$ cat config.mk
export PLATFORM = sky130hd
export DESIGN_NAME = scl_seq
export DESIGN_NICKNAME = d
export VERILOG_FILES = /design/src/rtl/scl_pkg.sv /design/src/rtl/scl_regs.sv /design/src/rtl/scl_walker.sv /design/src/rtl/scl_pager.sv /design/src/rtl/scl_seq.sv
export SDC_FILE = /design/constraint.sdc
export NUM_CORES = 1
export LEC_CHECK = 0
export ABC_AREA = 1
export BUFFER_PORTS_ARGS = -buffer_cell sky130_fd_sc_hd__clkbuf_2
export CORE_UTILIZATION = 55
export DETAILED_ROUTE_END_ITERATION = 10
export GPL_TIMING_DRIVEN = 1
export PLACE_DENSITY_LB_ADDON = 0.15
export SKIP_CTS_REPAIR_TIMING = 1
export SYNTH_ARGS = -nofsm -noshare
export SYNTH_HDL_FRONTEND = slang
export SYNTH_HIERARCHICAL = 1
export SYNTH_SLANG_ARGS = --single-unit
$ cat constraint.sdc
create_clock -name clk -period 8.03 [get_ports clk]
set_clock_uncertainty 0.15 [all_clocks]
set_input_delay 0 -clock clk [delete_from_list [all_inputs] [get_ports clk]]
set_output_delay 0 -clock clk [all_outputs]
set_load 0.01 [all_outputs]
$ cat src/rtl/scl_pkg.sv
package scl_pkg;

  // register selects
  localparam logic [2:0] SEL_MODE   = 3'd0;
  localparam logic [2:0] SEL_BASE   = 3'd1;
  localparam logic [2:0] SEL_PITCH  = 3'd2;
  localparam logic [2:0] SEL_SIZE   = 3'd3;
  localparam logic [2:0] SEL_ORIGIN = 3'd4;
  localparam logic [2:0] SEL_START  = 3'd5;

  // mode word: bit 0 live (not in reset), bit 1 run (enable), bits 3:2 reserved pages
  typedef struct packed {
    logic [1:0] spare_pg;
    logic       run;
    logic       live;
  } mode_t;

  // number of buffer pages that may be outstanding at once
  function automatic logic [2:0] slot_limit(input logic [1:0] spare);
    return (spare > 2'd2) ? 3'd2 : (3'd4 - {1'b0, spare});
  endfunction

endpackage

$ cat src/rtl/scl_regs.sv
module scl_regs
  import scl_pkg::*;
#(
  parameter int ADDR_BITS   = 24,
  parameter int WIDTH_BITS  = 14,
  parameter int X_BITS      = 13,
  parameter int HEIGHT_BITS = 16,
  parameter int PITCH_BITS  = 13
) (
  input  logic                   clk,
  input  logic                   rst_n,
  input  logic                   reg_we,
  input  logic [2:0]             reg_sel,
  input  logic [31:0]            reg_wdata,
  output mode_t                  mode_q,
  output logic [ADDR_BITS-1:0]   base_q,
  output logic [PITCH_BITS-1:0]  pitch_q,
  output logic [WIDTH_BITS-1:0]  win_w_q,
  output logic [HEIGHT_BITS-1:0] win_h_q,
  output logic [X_BITS-1:0]      org_x_q,
  output logic [HEIGHT_BITS-1:0] org_y_q,
  output logic [X_BITS-1:0]      beg_x_q,
  output logic [HEIGHT_BITS-1:0] beg_y_q
);

  localparam int HI = 16;

  always_ff @(posedge clk) begin
    if (!rst_n) begin
      mode_q  <= '0;
      base_q  <= '0;
      pitch_q <= '0;
      win_w_q <= '0;
      win_h_q <= '0;
      org_x_q <= '0;
      org_y_q <= '0;
      beg_x_q <= '0;
      beg_y_q <= '0;
    end else if (reg_we) begin
      case (reg_sel)
        SEL_MODE:  mode_q  <= mode_t'(reg_wdata[3:0]);
        SEL_BASE:  base_q  <= reg_wdata[ADDR_BITS-1:0];
        SEL_PITCH: pitch_q <= reg_wdata[PITCH_BITS-1:0];
        SEL_SIZE: begin
          win_w_q <= reg_wdata[WIDTH_BITS-1:0];
          win_h_q <= reg_wdata[HI +: HEIGHT_BITS];
        end
        SEL_ORIGIN: begin
          org_x_q <= reg_wdata[X_BITS-1:0];
          org_y_q <= reg_wdata[HI +: HEIGHT_BITS];
        end
        SEL_START: begin
          beg_x_q <= reg_wdata[X_BITS-1:0];
          beg_y_q <= reg_wdata[HI +: HEIGHT_BITS];
        end
        default: ;
      endcase
    end
  end

endmodule

$ cat src/rtl/scl_walker.sv
module scl_walker #(
  parameter int WIDTH_BITS  = 14,
  parameter int X_BITS      = 13,
  parameter int HEIGHT_BITS = 16,
  parameter int XFER_BITS   = 6
) (
  input  logic                   clk,
  input  logic                   rst_n,
  input  logic                   clear,
  input  logic                   load,
  input  logic                   step,
  input  logic [WIDTH_BITS:0]    wid_eff,
  input  logic [HEIGHT_BITS:0]   hgt_eff,
  input  logic [X_BITS-1:0]      start_col,
  input  logic [HEIGHT_BITS-1:0] start_row,
  output logic                   active,
  output logic [WIDTH_BITS:0]    col,
  output logic [HEIGHT_BITS:0]   row,
  output logic [XFER_BITS:0]     chunk,
  output logic                   line_end,
  output logic                   frame_end
);

  localparam int CW = WIDTH_BITS + 1;
  localparam int RW = HEIGHT_BITS + 1;
  localparam logic [CW-1:0] PAGE = CW'(1) << XFER_BITS;

  logic [CW-1:0] remain;

  always_comb begin
    remain    = wid_eff - col;
    line_end  = (remain <= PAGE);
    chunk     = line_end ? remain[XFER_BITS:0] : PAGE[XFER_BITS:0];
    frame_end = line_end && ((row + RW'(1)) == hgt_eff);
  end

  always_ff @(posedge clk) begin
    if (!rst_n || clear) begin
      active <= 1'b0;
      col    <= '0;
      row    <= '0;
    end else if (load) begin
      active <= 1'b1;
      col    <= CW'(start_col);
      row    <= RW'(start_row);
    end else if (step && active) begin
      if (line_end) begin
        col <= '0;
        row <= row + RW'(1);
        if (frame_end) active <= 1'b0;
      end else begin
        col <= col + PAGE;
      end
    end
  end

endmodule

$ cat src/rtl/scl_pager.sv
module scl_pager (
  input  logic       clk,
  input  logic       rst_n,
  input  logic       clear,
  input  logic       load,
  input  logic       step,
  input  logic       release_pg,
  input  logic [2:0] limit,
  output logic [2:0] out_cnt,
  output logic       room,
  output logic [3:0] issued
);

  logic dec;

  assign dec  = release_pg && ((out_cnt != 3'd0) || step);
  assign room = (out_cnt < limit);

  always_ff @(posedge clk) begin
    if (!rst_n || clear || load) begin
      out_cnt <= '0;
      issued  <= '0;
    end else begin
      out_cnt <= out_cnt + {2'b00, step} - {2'b00, dec};
      issued  <= issued + {3'b000, step};
    end
  end

endmodule

$ cat src/rtl/scl_seq.sv
module scl_seq
  import scl_pkg::*;
#(
  parameter int ADDR_BITS   = 24,
  parameter int WIDTH_BITS  = 14,
  parameter int X_BITS      = 13,
  parameter int HEIGHT_BITS = 16,
  parameter int PITCH_BITS  = 13,
  parameter int XFER_BITS   = 6
) (
  input  logic                 clk,
  input  logic                 rst_n,
  input  logic                 reg_we,
  input  logic [2:0]           reg_sel,
  input  logic [31:0]          reg_wdata,
  input  logic                 frame_start,
  input  logic                 page_release,
  output logic                 xfer_req,
  input  logic                 xfer_ack,
  output logic [ADDR_BITS-1:0] xfer_addr,
  output logic [XFER_BITS:0]   xfer_len,
  output logic [1:0]           xfer_page,
  output logic [31:0]          status
);

  localparam int CW = WIDTH_BITS + 1;
  localparam int RW = HEIGHT_BITS + 1;

  function automatic logic [CW-1:0] width_span(input logic [WIDTH_BITS-1:0] f);
    return (f == '0) ? (CW'(1) << WIDTH_BITS) : CW'(f);
  endfunction

  function automatic logic [RW-1:0] height_span(input logic [HEIGHT_BITS-1:0] f);
    return (f == '0) ? (RW'(1) << HEIGHT_BITS) : RW'(f);
  endfunction

  function automatic logic [ADDR_BITS-1:0] cell_addr(input logic [ADDR_BITS-1:0]  b,
                                                     input logic [PITCH_BITS-1:0] p,
                                                     input logic [RW-1:0]         r,
                                                     input logic [CW-1:0]         c);
    return b + ADDR_BITS'(r) * ADDR_BITS'(p) + ADDR_BITS'(c);
  endfunction

  mode_t                  mode_q;
  logic [ADDR_BITS-1:0]   base_q;
  logic [PITCH_BITS-1:0]  pitch_q;
  logic [WIDTH_BITS-1:0]  win_w_q;
  logic [HEIGHT_BITS-1:0] win_h_q;
  logic [X_BITS-1:0]      org_x_q;
  logic [HEIGHT_BITS-1:0] org_y_q;
  logic [X_BITS-1:0]      beg_x_q;
  logic [HEIGHT_BITS-1:0] beg_y_q;

  // named internal events
  logic          seq_clear;
  logic          seq_load;
  logic          seq_issue;
  logic          walk_active;
  logic          line_end;
  logic          frame_end;
  logic          room;
  logic [2:0]    out_cnt;
  logic [2:0]    out_limit;
  logic [3:0]    issued;
  logic [CW-1:0] col;
  logic [RW-1:0] row;
  logic [CW-1:0] wid_eff;
  logic [RW-1:0] hgt_eff;
  logic          done_q;

  scl_regs #(
    .ADDR_BITS(ADDR_BITS), .WIDTH_BITS(WIDTH_BITS), .X_BITS(X_BITS),
    .HEIGHT_BITS(HEIGHT_BITS), .PITCH_BITS(PITCH_BITS)
  ) u_regs (
    .clk(clk), .rst_n(rst_n), .reg_we(reg_we), .reg_sel(reg_sel), .reg_wdata(reg_wdata),
    .mode_q(mode_q), .base_q(base_q), .pitch_q(pitch_q), .win_w_q(win_w_q),
    .win_h_q(win_h_q), .org_x_q(org_x_q), .org_y_q(org_y_q),
    .beg_x_q(beg_x_q), .beg_y_q(beg_y_q)
  );

  assign wid_eff   = width_span(win_w_q);
  assign hgt_eff   = height_span(win_h_q);
  assign out_limit = slot_limit(mode_q.spare_pg);
  assign seq_clear = !mode_q.live;
  assign seq_load  = frame_start && mode_q.live && mode_q.run;
  assign xfer_req  = walk_active && mode_q.live && mode_q.run && room;
  assign seq_issue = xfer_req && xfer_ack;

  scl_walker #(
    .WIDTH_BITS(WIDTH_BITS), .X_BITS(X_BITS), .HEIGHT_BITS(HEIGHT_BITS), .XFER_BITS(XFER_BITS)
  ) u_walker (
    .clk(clk), .rst_n(rst_n), .clear(seq_clear), .load(seq_load), .step(seq_issue),
    .wid_eff(wid_eff), .hgt_eff(hgt_eff), .start_col(beg_x_q), .start_row(beg_y_q),
    .active(walk_active), .col(col), .row(row), .chunk(xfer_len),
    .line_end(line_end), .frame_end(frame_end)
  );

  scl_pager u_pager (
    .clk(clk), .rst_n(rst_n), .clear(seq_clear), .load(seq_load), .step(seq_issue),
    .release_pg(page_release), .limit(out_limit), .out_cnt(out_cnt), .room(room),
    .issued(issued)
  );

  always_ff @(posedge clk) begin
    if (!rst_n || seq_clear || seq_load) done_q <= 1'b0;
    else if (seq_issue && frame_end)     done_q <= 1'b1;
  end

  assign xfer_addr = cell_addr(base_q, pitch_q, RW'(org_y_q) + row, CW'(org_x_q) + col);
  assign xfer_page = issued[1:0];
  assign status    = {6'd0, done_q, walk_active, 4'd0, issued, 16'd0};

endmodule

==> results of run 1 <==
layout make-up:
type                    count  share of cell area, %
clock buffers              18                   2.15
clock inverters            13                  0.678
inverters                 477                   9.01
multi-input cells        1919                   63.7
flip-flops and latches    170                   17.1
well taps                 442                   2.78
repair buffers            137                   4.57
flip-flops by register name (all words and copies together) (netlist names), 13 cells and up:
register	cells
u_regs/beg_x_q	13
u_regs/org_y_q	16
u_regs/beg_y_q	16
u_regs/base_q	24
u_regs/org_x_q	13
u_regs/pitch_q	13
u_regs/win_h_q	16
u_walker/col	15
u_regs/win_w_q	14
u_walker/row	17
per-stage QoR:
step | power [uW] | std cells | hold WS [ps] | setup TNS [ps] | instance area (um^2)
after global placement | 1300 | 3111 | 170 | 0 | 19000
after global routing | 2220 | 3176 | 2.19 | 0 | 19900
after CTS | 2110 | 3142 | -286 | -32.6 | 19600
after floorplan | 1200 | 2711 | -22.4 | 0 | 18600
final | 2130 | 3176 | -14.9 | 0 | 19900
after detailed placement | 1310 | 3111 | 177 | 0 | 19000
routing by layer:
layer / vias to the layer above / part of all wire, % / GRT usage (%)
met1: 8030 / 44 / 43.0
met5: - / 0.024 / 0
met2: 711 / 45 / 52.2
met3: 108 / 7.2 / 4.09
li1: 8141 / - / -
met4: 2 / 3.8 / 13.4
critical path: cells and delay by family (launching register included):
family / cells / cell delay (ps)
fa+ha+maj: 9 / 3790
xor+xnor: 2 / 620
buf+inv: 4 / 280
simple gates: 4 / 440
compound gates: 9 / 1570
flops: 1 / 340
kinds of logic after synthesis:
group / share of synthesized area, %
DFF: 18.4
xor gates and xnor gates: 2.99
buffers and inverters: 13.8
and+or+nand+nor: 31.6
adders and majority gates: 28.1
AOI/OAI and AO/OA: 5.12
other: 0.0202
power by group through the flow:
stage	combinational [uW]	sequential, uW	clock [uW]
after floorplan	307	895	0
after global placement	396	907	0
after detailed placement	402	908	0
after CTS	404	888	822
after global routing	471	891	860
final	421	889	820
cells in the mapped netlist (2+ instances only):
cell	count
xnor2_1	18
a21oi_1	72
buf_4	40
a21oi_2	17
xor2_1	40
dfxtp_1	170
a21o_1	6
a21boi_0	2
nor4_1	7
nor3_1	12
o21bai_1	6
or2_2	5
nor2_2	8
o22ai_1	6
buf_6	4
nand3_2	9
nand3_1	226
nand3b_1	12
inv_1	458
a31oi_1	2
fa_1	190
clkinv_1	4
and2_1	2
ha_1	112
nand2_4	6
nor2_4	7
nand4_1	18
inv_2	15
nand2_2	36
nand2_1	598
o2111ai_1	2
clkbuf_1	63
buf_2	26
buf_1	11
nor2_1	418
o21ai_0	42
final timing paths:
check | startpoint | end | slack (ps) | cells after the start
max reg2reg | u_regs/mode_q[2]$_SDFFE_PN0P_ | u_walker/row[15]$_SDFFE_PP0P_ | 4160 | 13
max | u_walker/col[0]$_SDFFE_PP0P_ | xfer_addr[14] | 400 | 28
min reg2reg | u_regs/beg_x_q[4]$_SDFFE_PN0P_ | u_regs/beg_x_q[4]$_SDFFE_PN0P_ | 340 | 2
min | rst_n | u_regs/org_y_q[14]$_SDFFE_PN0P_ | -10 | 3
==> key figures, run 1 <==
Outcome
  • Outcome: finished, violations left
  • Violated checks: hold timing

Power
  • Comb power frac: 19.8%
  • LEAKAGE: 0.00994 uW
  • Flop pwr share: 41.7%
  • Pint: 1440 uW
  • Clock network power share: 38.5%
  • PD cells: 107 nW/um^2
  • Switching Power: 686 uW
  • Peak supply drop: 0.142 mV
  • Net Sw Frac: 32.2%

Die
  • Row Count: 66
  • Initial core utilization: 56.4%
  • Ports: 107
  • Die Wd: 186 um
  • Die ar.: 34,400 um^2
  • CORE AREA: 32,900 um^2
  • Die Y: 186 um

CTS
  • CTS Root Cell: clkbuf_16
  • Clock transition at path regs: 70 ps
  • Buffer depth of the longest clock path: 2
  • Cts bufs inserted: 17
  • # H-tree levels: 4
  • Clock sink count: 170
  • CTS tree: done
  • Clk Latency, worst-skew pair: 440 ps

Synthesis
  • Async S/R FF share, synth: 0%
  • Post-synth EDFFs: 0
  • Synth top area cells: fa_1 21%, dfxtp_1 18%, nand2_1 12%
  • Top-area cell type share of the netlist area: 20.5%
  • Netlist cell types: 52
  • Post-synth top area cell: fa_1
  • Netlist area before placement: 18,500 um^2
  • Post-Synthesis Cells: 2,686
  • Yosys warning total: 6
  • Register area share after synthesis: 18.4%
  • Syn Area/Cell: 6.90 um^2
  • Synthesis-stage register bit count: 170
  • Ys flop type: dfxtp_1

Setup path
  • Startpoint types: flip-flop
  • Crit end category: output port
  • Worst EP arrival: 7480 ps
  • CP max stage cell: fa_1
  • Crit-path most repeated cell: fa_1
  • Crit Path Max Fanout: 4
  • Worst path required time: 7880 ps
  • Crit path kind: reg -> out
  • Max incr delay on CP: 550 ps

Drt
  • Avg WL per Cell: 17.1 um
  • Iteration-0 DRC count of the detailed router: 1,453
  • Vias: 17,000
  • Vias per inst: 5.35
  • Pre-antenna DRT Iters: 5
  • Drt drc: 0
  • Total wire length: 54.3 mm
  • Final ANT Viol Nets: 0

Global routing
  • Grt ovf: 0
  • Initial antenna violation count: 1
  • First-pass GRT wire length: 84.2 mm
  • Largest net degree at the start of global routing: 77
  • Total Routing Usage GR: 32.1%
  • Vias in the first global route: 16,100

Timing
  • Slew @ Worst Pin: 1220 ps
  • Final slew viol count: 0
  • Tmin final: 7630 ps
  • Min Hold Slack: -14.9 ps
  • # setup viols final: 0
  • Slew headroom: 18.8%
  • Fin. Hold Viols: 15
  • Final Cycle Share: 95.0%
  • Final setup margin: 403 ps
  • Highest clock rate: 131 MHz
  • RSZ-0062 raised after global routing: no

Finish
  • Area of the multi-input gates: 12,700 um^2
  • Diode count: 0
  • Syn-to-layout area delta: 7.50%
  • # nets final: 3,065
  • Fillers: 3,189
  • Share of cells above drive strength 1: 9.11%
  • Final Core Density: 60.6%
  • Most frequent cells in the layout: 598 x nand2_1, 458 x inv_1, 415 x nor2_1, 226 x nand3_1, 190 x fa_1
  • Reg area: 3400 um^2
  • Most common cell after layout, fill and taps aside: nand2_1

Hold path
  • HP Class: in -> reg

Placement
  • Worst slack, placed: 443 ps
  • I/O Buffers: 80
  • Routability cong.: 0.992
  • DPL Wire Length: 42.4 mm

Run
  • Max Cap Viol: 0
Note: power is estimated with default switching activity, not from simulation.
==> inputs of run 2 (changes only) <==
--- a/config.mk
+++ b/config.mk
@@ -6,9 +6,9 @@
 export NUM_CORES = 1
 export LEC_CHECK = 0
 export ABC_AREA = 1
-export BUFFER_PORTS_ARGS = -buffer_cell sky130_fd_sc_hd__clkbuf_2
 export CORE_UTILIZATION = 55
 export DETAILED_ROUTE_END_ITERATION = 10
+export DONT_BUFFER_PORTS = 1
 export GPL_TIMING_DRIVEN = 1
 export PLACE_DENSITY_LB_ADDON = 0.15
 export SKIP_CTS_REPAIR_TIMING = 1
==> run 2 against run 1 <==
- the flow still finishes with violations (hold timing)
- via count decreased by 2.3%
- sequential power barely moved
- maximum frequency increased by 0.37%
- clock power increased by 3.5%
- critical path depth up 5
- worst setup slack improved by 28 ps
==> key figures, run 2 (same netlist as run 1, synthesis figures left out) <==
Global routing
  • Largest net degree at the start of global routing: 133
  • Initial antenna violation count: 0
  • Grt ovf: 0
  • Vias in the first global route: 15,900
  • Total Routing Usage GR: 31.9%
  • First-pass GRT wire length: 83.9 mm

Setup path
  • Worst path required time: 7880 ps
  • Crit end category: output port
  • Crit-path most repeated cell: nand2_1
  • Startpoint types: flip-flop
  • FF-to-FF path depth: 13
  • Crit path kind: reg -> out
  • Worst EP arrival: 7450 ps
  • CP max stage cell: fa_1
  • Max incr delay on CP: 550 ps
  • Crit Path Max Fanout: 5

CTS
  • Clock sink count: 170
  • Clock transition at path regs: 70 ps
  • # H-tree levels: 4
  • Cts bufs inserted: 17
  • Clk Latency, worst-skew pair: 440 ps
  • CTS tree: done
  • Buffer depth of the longest clock path: 2
  • CTS Root Cell: clkbuf_16

Timing
  • RSZ-0062 raised after global routing: no
  • Tmin final: 7600 ps
  • Final slew viol count: 0
  • Slew @ Worst Pin: 1150 ps
  • TNS Setup: 0 ps
  • Min Hold Slack: -24.1 ps
  • Final Cycle Share: 94.6%
  • Slew headroom: 23.2%
  • Highest clock rate: 132 MHz
  • Fin. Hold Viols: 50
  • # setup viols final: 0

Finish
  • Share of cells above drive strength 1: 6.23%
  • Most frequent cells in the layout: 598 x nand2_1, 458 x inv_1, 415 x nor2_1, 226 x nand3_1, 190 x fa_1
  • Biggest register: u_regs/base_q
  • Syn-to-layout area delta: 6.31%
  • Diode count: 0
  • Most common cell after layout, fill and taps aside: nand2_1
  • Fillers: 3,168
  • Top flop regs: u_regs/base_q (24), u_walker/row (17)
  • # nets final: 2,997
  • Max reg flops: 24

Drt
  • Total wire length: 53.6 mm
  • Pre-antenna DRT Iters: 5
  • Final ANT Viol Nets: 0
  • Drt drc: 0
  • Iteration-0 DRC count of the detailed router: 1,405
  • Vias per inst: 5.34
  • Vias: 16,600
  • Avg WL per Cell: 17.2 um

Power
  • LEAKAGE: 0.00967 uW
  • Peak supply drop: 0.142 mV
  • PD cells: 109 nW/um^2
  • Power Total: 2150 uW

Outcome
  • Violated checks: hold timing
  • Outcome: finished, violations left

Hold path
  • Min-Delay Path Depth: 5
  • HP Class: in -> reg

Die
  • Row Count: 66
  • Ports: 107
  • Initial core utilization: 56.4%
  • Die ar.: 34,400 um^2
  • CORE AREA: 32,900 um^2
  • Die Wd: 186 um
  • Die Y: 186 um

Run
  • Max Cap Viol: 0

Placement
  • I/O Buffers: 0
  • DPL Wire Length: 41.7 mm
  • Routability cong.: 0.959
-- run 2: critical path, delay by kind of cell, from the launching register on --
family	cells	cell delay, ps
compound gates	8	1170
flops	1	330
xor+xnor	1	270
buf+inv	3	140
fa+ha+maj	9	4030
simple gates	12	1090
-- run 2: report_power, final --
group	switching (uW)	internal [uW]
Combinational	271	134
Sequential	25.9	865
Clock	375	475
Total	672	1470
-- run 2: routing by layer --
layer	up-vias	routed length (um)	GRT usage (%)
li1	8020	-	-
met1	7847	22800	41.0
met2	637	24800	53.2
met3	93	4200	6.44
met4	0	1780	11.2
met5	-	0	0
-- run 2: worst paths after layout --
path                                                      from                            end  slack [ps]
worst max-delay path            u_regs/org_x_q[0]$_SDFFE_PN0P_                  xfer_addr[23]         430
worst min-delay path                                reg_sel[2]  u_regs/base_q[4]$_SDFFE_PN0P_         -20
worst max register to register   u_regs/mode_q[2]$_SDFFE_PN0P_   u_walker/row[5]$_SDFFE_PP0P_        4260
worst min register to register  u_regs/beg_x_q[1]$_SDFFE_PN0P_   u_walker/col[1]$_SDFFE_PP0P_         330
-- run 2: cell type report --
class	instances	area, um^2	share of cell area (%)
clock buffers	18	439	2.23
clock inverters	13	156	0.794
inverters	477	1790	9.11
multi-input cells	1919	12700	64.4
flip-flops and latches	170	3400	17.3
well taps	442	553	2.81
repair buffers	69	658	3.34
-- run 2: stage by stage --
step / util, % / cells / setup WS (ps) / instance area, um^2 / hold WS, ps
after detailed placement: 56.5 / 3027 / 490 / 18600 / -8.28
after global routing: 59.9 / 3108 / 10.1 / 19700 / 6.35
after floorplan: - / 2711 / 1340 / 18600 / -22.4
after CTS: 58.3 / 3058 / 12.6 / 19200 / -475
after global placement: 56.5 / 3027 / 625 / 18600 / -10.7
final: 59.9 / 3108 / 431 / 19700 / -24.1
==> inputs of run 3 (changes only) <==
--- a/config.mk
+++ b/config.mk
@@ -5,8 +5,7 @@
 export SDC_FILE = /design/constraint.sdc
 export NUM_CORES = 1
 export LEC_CHECK = 0
-export ABC_AREA = 1
-export CORE_UTILIZATION = 55
+export CORE_UTILIZATION = 47
 export DETAILED_ROUTE_END_ITERATION = 10
 export DONT_BUFFER_PORTS = 1
 export GPL_TIMING_DRIVEN = 1
==> constraint.sdc (replaced) <==
create_clock -name clk -period 8 [get_ports clk]
set_clock_uncertainty 0.15 [all_clocks]
set_input_delay 0 -clock clk [delete_from_list [all_inputs] [get_ports clk]]
set_output_delay 0 -clock clk [all_outputs]
set_load 0.01 [all_outputs]
==> run 3 against run 2 <==
- final area down 0.39%
- via count down 19%
- global-route usage down 8.9 points
- non-clock buffer count up 105
- critical path type unchanged
- highest routed layer unchanged
- clock-buffer cell count up 1
- the run ends with hold timing, setup timing left
==> key figures, run 3 <==
Power
  • Comb power frac: 12.7%
  • Flop pwr share: 45.0%
  • Net Sw Frac: 26.9%
  • Peak supply drop: 0.146 mV
  • Pint: 1420 uW
  • Switching Power: 523 uW
  • LEAKAGE: 0.00951 uW
  • Clock network power share: 42.3%
  • PD cells: 99.2 nW/um^2

CTS
  • Clk Latency, worst-skew pair: 440 ps
  • Clock transition at path regs: 70 ps
  • Clock sink count: 170
  • Cts bufs inserted: 17
  • Buffer depth of the longest clock path: 2
  • # H-tree levels: 4
  • CTS tree: done
  • CTS Root Cell: clkbuf_16

Synthesis
  • Async S/R FF share, synth: 0%
  • Netlist cell types: 82
  • Post-synth top area cell: fa_1
  • Yosys warning total: 6
  • Top-area cell type share of the netlist area: 22.0%
  • Post-synth EDFFs: 0
  • Register area share after synthesis: 19.7%
  • Syn Area/Cell: 8.62 um^2
  • Synth top area cells: fa_1 22%, dfxtp_1 20%, ha_1 8.1%
  • Post-synth top cells: 338 x nand2_1, 264 x inv_1, 190 x fa_1
  • Ys flop type: dfxtp_1
  • Synthesis-stage register bit count: 170
  • Most common cell in the netlist: nand2_1
  • Post-Synthesis Cells: 2,008
  • Netlist area before placement: 17,300 um^2

Setup path
  • CP Buf/Inv Count: 4
  • FF-to-FF End: done_q$_SDFFE_PP0P_
  • Crit Path Max Fanout: 3
  • Crit path kind: reg -> out
  • Worst R2R Start: u_walker/col[0]$_SDFFE_PP0P_
  • Startpoint types: flip-flop
  • Worst setup path endpoint: xfer_addr[23]
  • Critical Path Start: u_walker/col[0]$_SDFFE_PP0P_
  • CP max stage cell: fa_1
  • Max incr delay on CP: 530 ps
  • Worst EP arrival: 8140 ps
  • CP top delay family: adder cells
  • FF-to-FF path depth: 14
  • Worst path required time: 7850 ps
  • Crit end category: output port
  • Reg-to-reg slack, setup: 3700 ps
  • Critical path depth in cells: 33

Placement
  • Area after DPL: 18,200 um^2
  • Routability cong.: 0.858
  • I/O Buffers: 0
  • Placed instance count: 2,465
  • Worst slack, placed: -539 ps
  • DPL Wire Length: 33.1 mm

Finish
  • Biggest register: u_regs/base_q
  • # nets final: 2,421
  • Most frequent cells in the layout: 336 x nand2_1, 258 x inv_1, 186 x fa_1, 164 x dfxtp_1, 138 x mux2i_1
  • Diode count: 0
  • Share of cells above drive strength 1: 11.9%
  • Max reg flops: 24
  • Final Core Density: 54.6%
  • Fillers: 3,349
  • Most common cell after layout, fill and taps aside: nand2_1
  • Fin area: 19,600 um^2
  • Syn-to-layout area delta: 13.3%
  • Non-Filler Instances: 2,552
  • Top flop regs: u_regs/base_q (24), u_walker/row (17)

Timing
  • Highest clock rate: 121 MHz
  • Final setup margin: -290 ps
  • Slew headroom: 31.7%
  • RSZ-0062 raised after global routing: yes
  • Tmin final: 8290 ps
  • Final Cycle Share: 104%
  • Fin. Hold Viols: 4
  • # setup viols final: 1
  • Min Hold Slack: -7.95 ps
  • Slew @ Worst Pin: 1020 ps
  • TNS Setup: -290 ps
  • Final slew viol count: 0

Die
  • Die Y: 194 um
  • Row Count: 69
  • CORE AREA: 35,900 um^2
  • Die Wd: 194 um
  • Initial core utilization: 48.2%
  • Die ar.: 37,600 um^2
  • Ports: 107

Drt
  • Total wire length: 43.1 mm
  • Pre-antenna DRT Iters: 5
  • Iteration-0 DRC count of the detailed router: 597
  • Vias: 13,400
  • Vias per inst: 5.24
  • Final ANT Viol Nets: 0
  • Avg WL per Cell: 16.9 um
  • Drt drc: 0

Global routing
  • First-pass GRT wire length: 69.5 mm
  • Initial antenna violation count: 0
  • Largest net degree at the start of global routing: 167
  • Total Routing Usage GR: 23.0%
  • Grt ovf: 0
  • Vias in the first global route: 13,200

Hold path
  • HP Class: in -> reg

Outcome
  • Violated checks: hold timing, setup timing
  • Outcome: finished, violations left

Run
  • Max Cap Viol: 0
[run 3: cell count changes in the layout (fill, tap and decap cells not counted), sizes merged, moves of 89 or more]
| cell | previous run | this run |
|---|---|---|
| and2 | 3 | 92 |
| inv | 480 | 267 |
| nand2 | 640 | 338 |
| mux2i | 0 | 138 |
| buf | 21 | 130 |
| nor2 | 433 | 43 |
| nand3 | 235 | 42 |
[run 3: cells by family after synthesis]
| logic type | Yosys count | share of synthesized area (%) |
|---|---|---|
| adder cells (fa/ha/maj) | 302 | 30.1 |
| other | 1 | 0.0217 |
| flip-flops | 170 | 19.7 |
| AO/OA/AOI/OAI | 217 | 8.31 |
| buffers and inverters | 412 | 9.99 |
| AND/OR/NAND/NOR | 667 | 18.7 |
| XOR/XNOR | 101 | 5.34 |
| multiplexers | 138 | 7.98 |
[run 3: metrics by stage]
step           power (uW)  hold WS (ps)
2_1_floorplan        1070         -24.4
3_3_place_gp         1100         -3.94
3_5_place_dp         1110          6.26
4_1_cts              1930          -461
5_1_grt              2030          8.88
6_report             1950         -7.95
[run 3: layout make-up]
| type | instances | area [um^2] | share of cell area (%) |
|---|---|---|---|
| clock buffer | 19 | 433 | 2.21 |
| clock inverter | 13 | 144 | 0.733 |
| inverter | 264 | 991 | 5.05 |
| multi-input combinational | 1451 | 12600 | 64.1 |
| sequential | 170 | 3410 | 17.4 |
| tap | 461 | 577 | 2.94 |
| timing repair buffer | 174 | 1480 | 7.55 |
[run 3: routing by layer]
metal | up-vias | track usage, % | part of all wire [%] | wire length, um
li1 | 6539 | - | - | -
met1 | 6535 | 31.5 | 47 | 20400
met2 | 257 | 38.3 | 47 | 20200
met3 | 42 | 3.55 | 4.3 | 1840
met4 | 0 | 5.44 | 1.4 | 608
met5 | - | 0 | 0 | 0
[run 3: how the worst min path moves through the flow]
stage	from	endpoint	cells after the start
3_3_place_gp	reg_wdata[15]	u_regs/base_q[15]$_SDFFE_PN0P_	2
2_1_floorplan	rst_n	done_q$_SDFFE_PP0P_	2
4_1_cts	reg_wdata[14]	u_regs/base_q[14]$_SDFFE_PN0P_	2
6_report	rst_n	u_walker/row[0]$_SDFFE_PP0P_	4
5_1_grt	reg_sel[0]	u_regs/pitch_q[11]$_SDFFE_PN0P_	3
3_5_place_dp	reg_wdata[14]	u_regs/base_q[14]$_SDFFE_PN0P_	2
[run 3: power groups by stage]
stage	registers [uW]	clock network [uW]	logic (uW)
2_1_floorplan	887	0	180
3_3_place_gp	895	0	208
3_5_place_dp	896	0	212
4_1_cts	876	839	213
5_1_grt	878	880	272
6_report	877	823	246
[run 3: worst reg2reg max path: cells and delay by family (launching register included)]
| kind | cells | cell delay [ps] |
|---|---|---|
| AO/OA/AOI/OAI | 3 | 550 |
| XOR/XNOR | 1 | 230 |
| adder cells (fa/ha/maj) | 2 | 650 |
| buffers and inverters | 2 | 710 |
| flip-flops | 1 | 340 |
| AND/OR/NAND/NOR | 6 | 1630 |
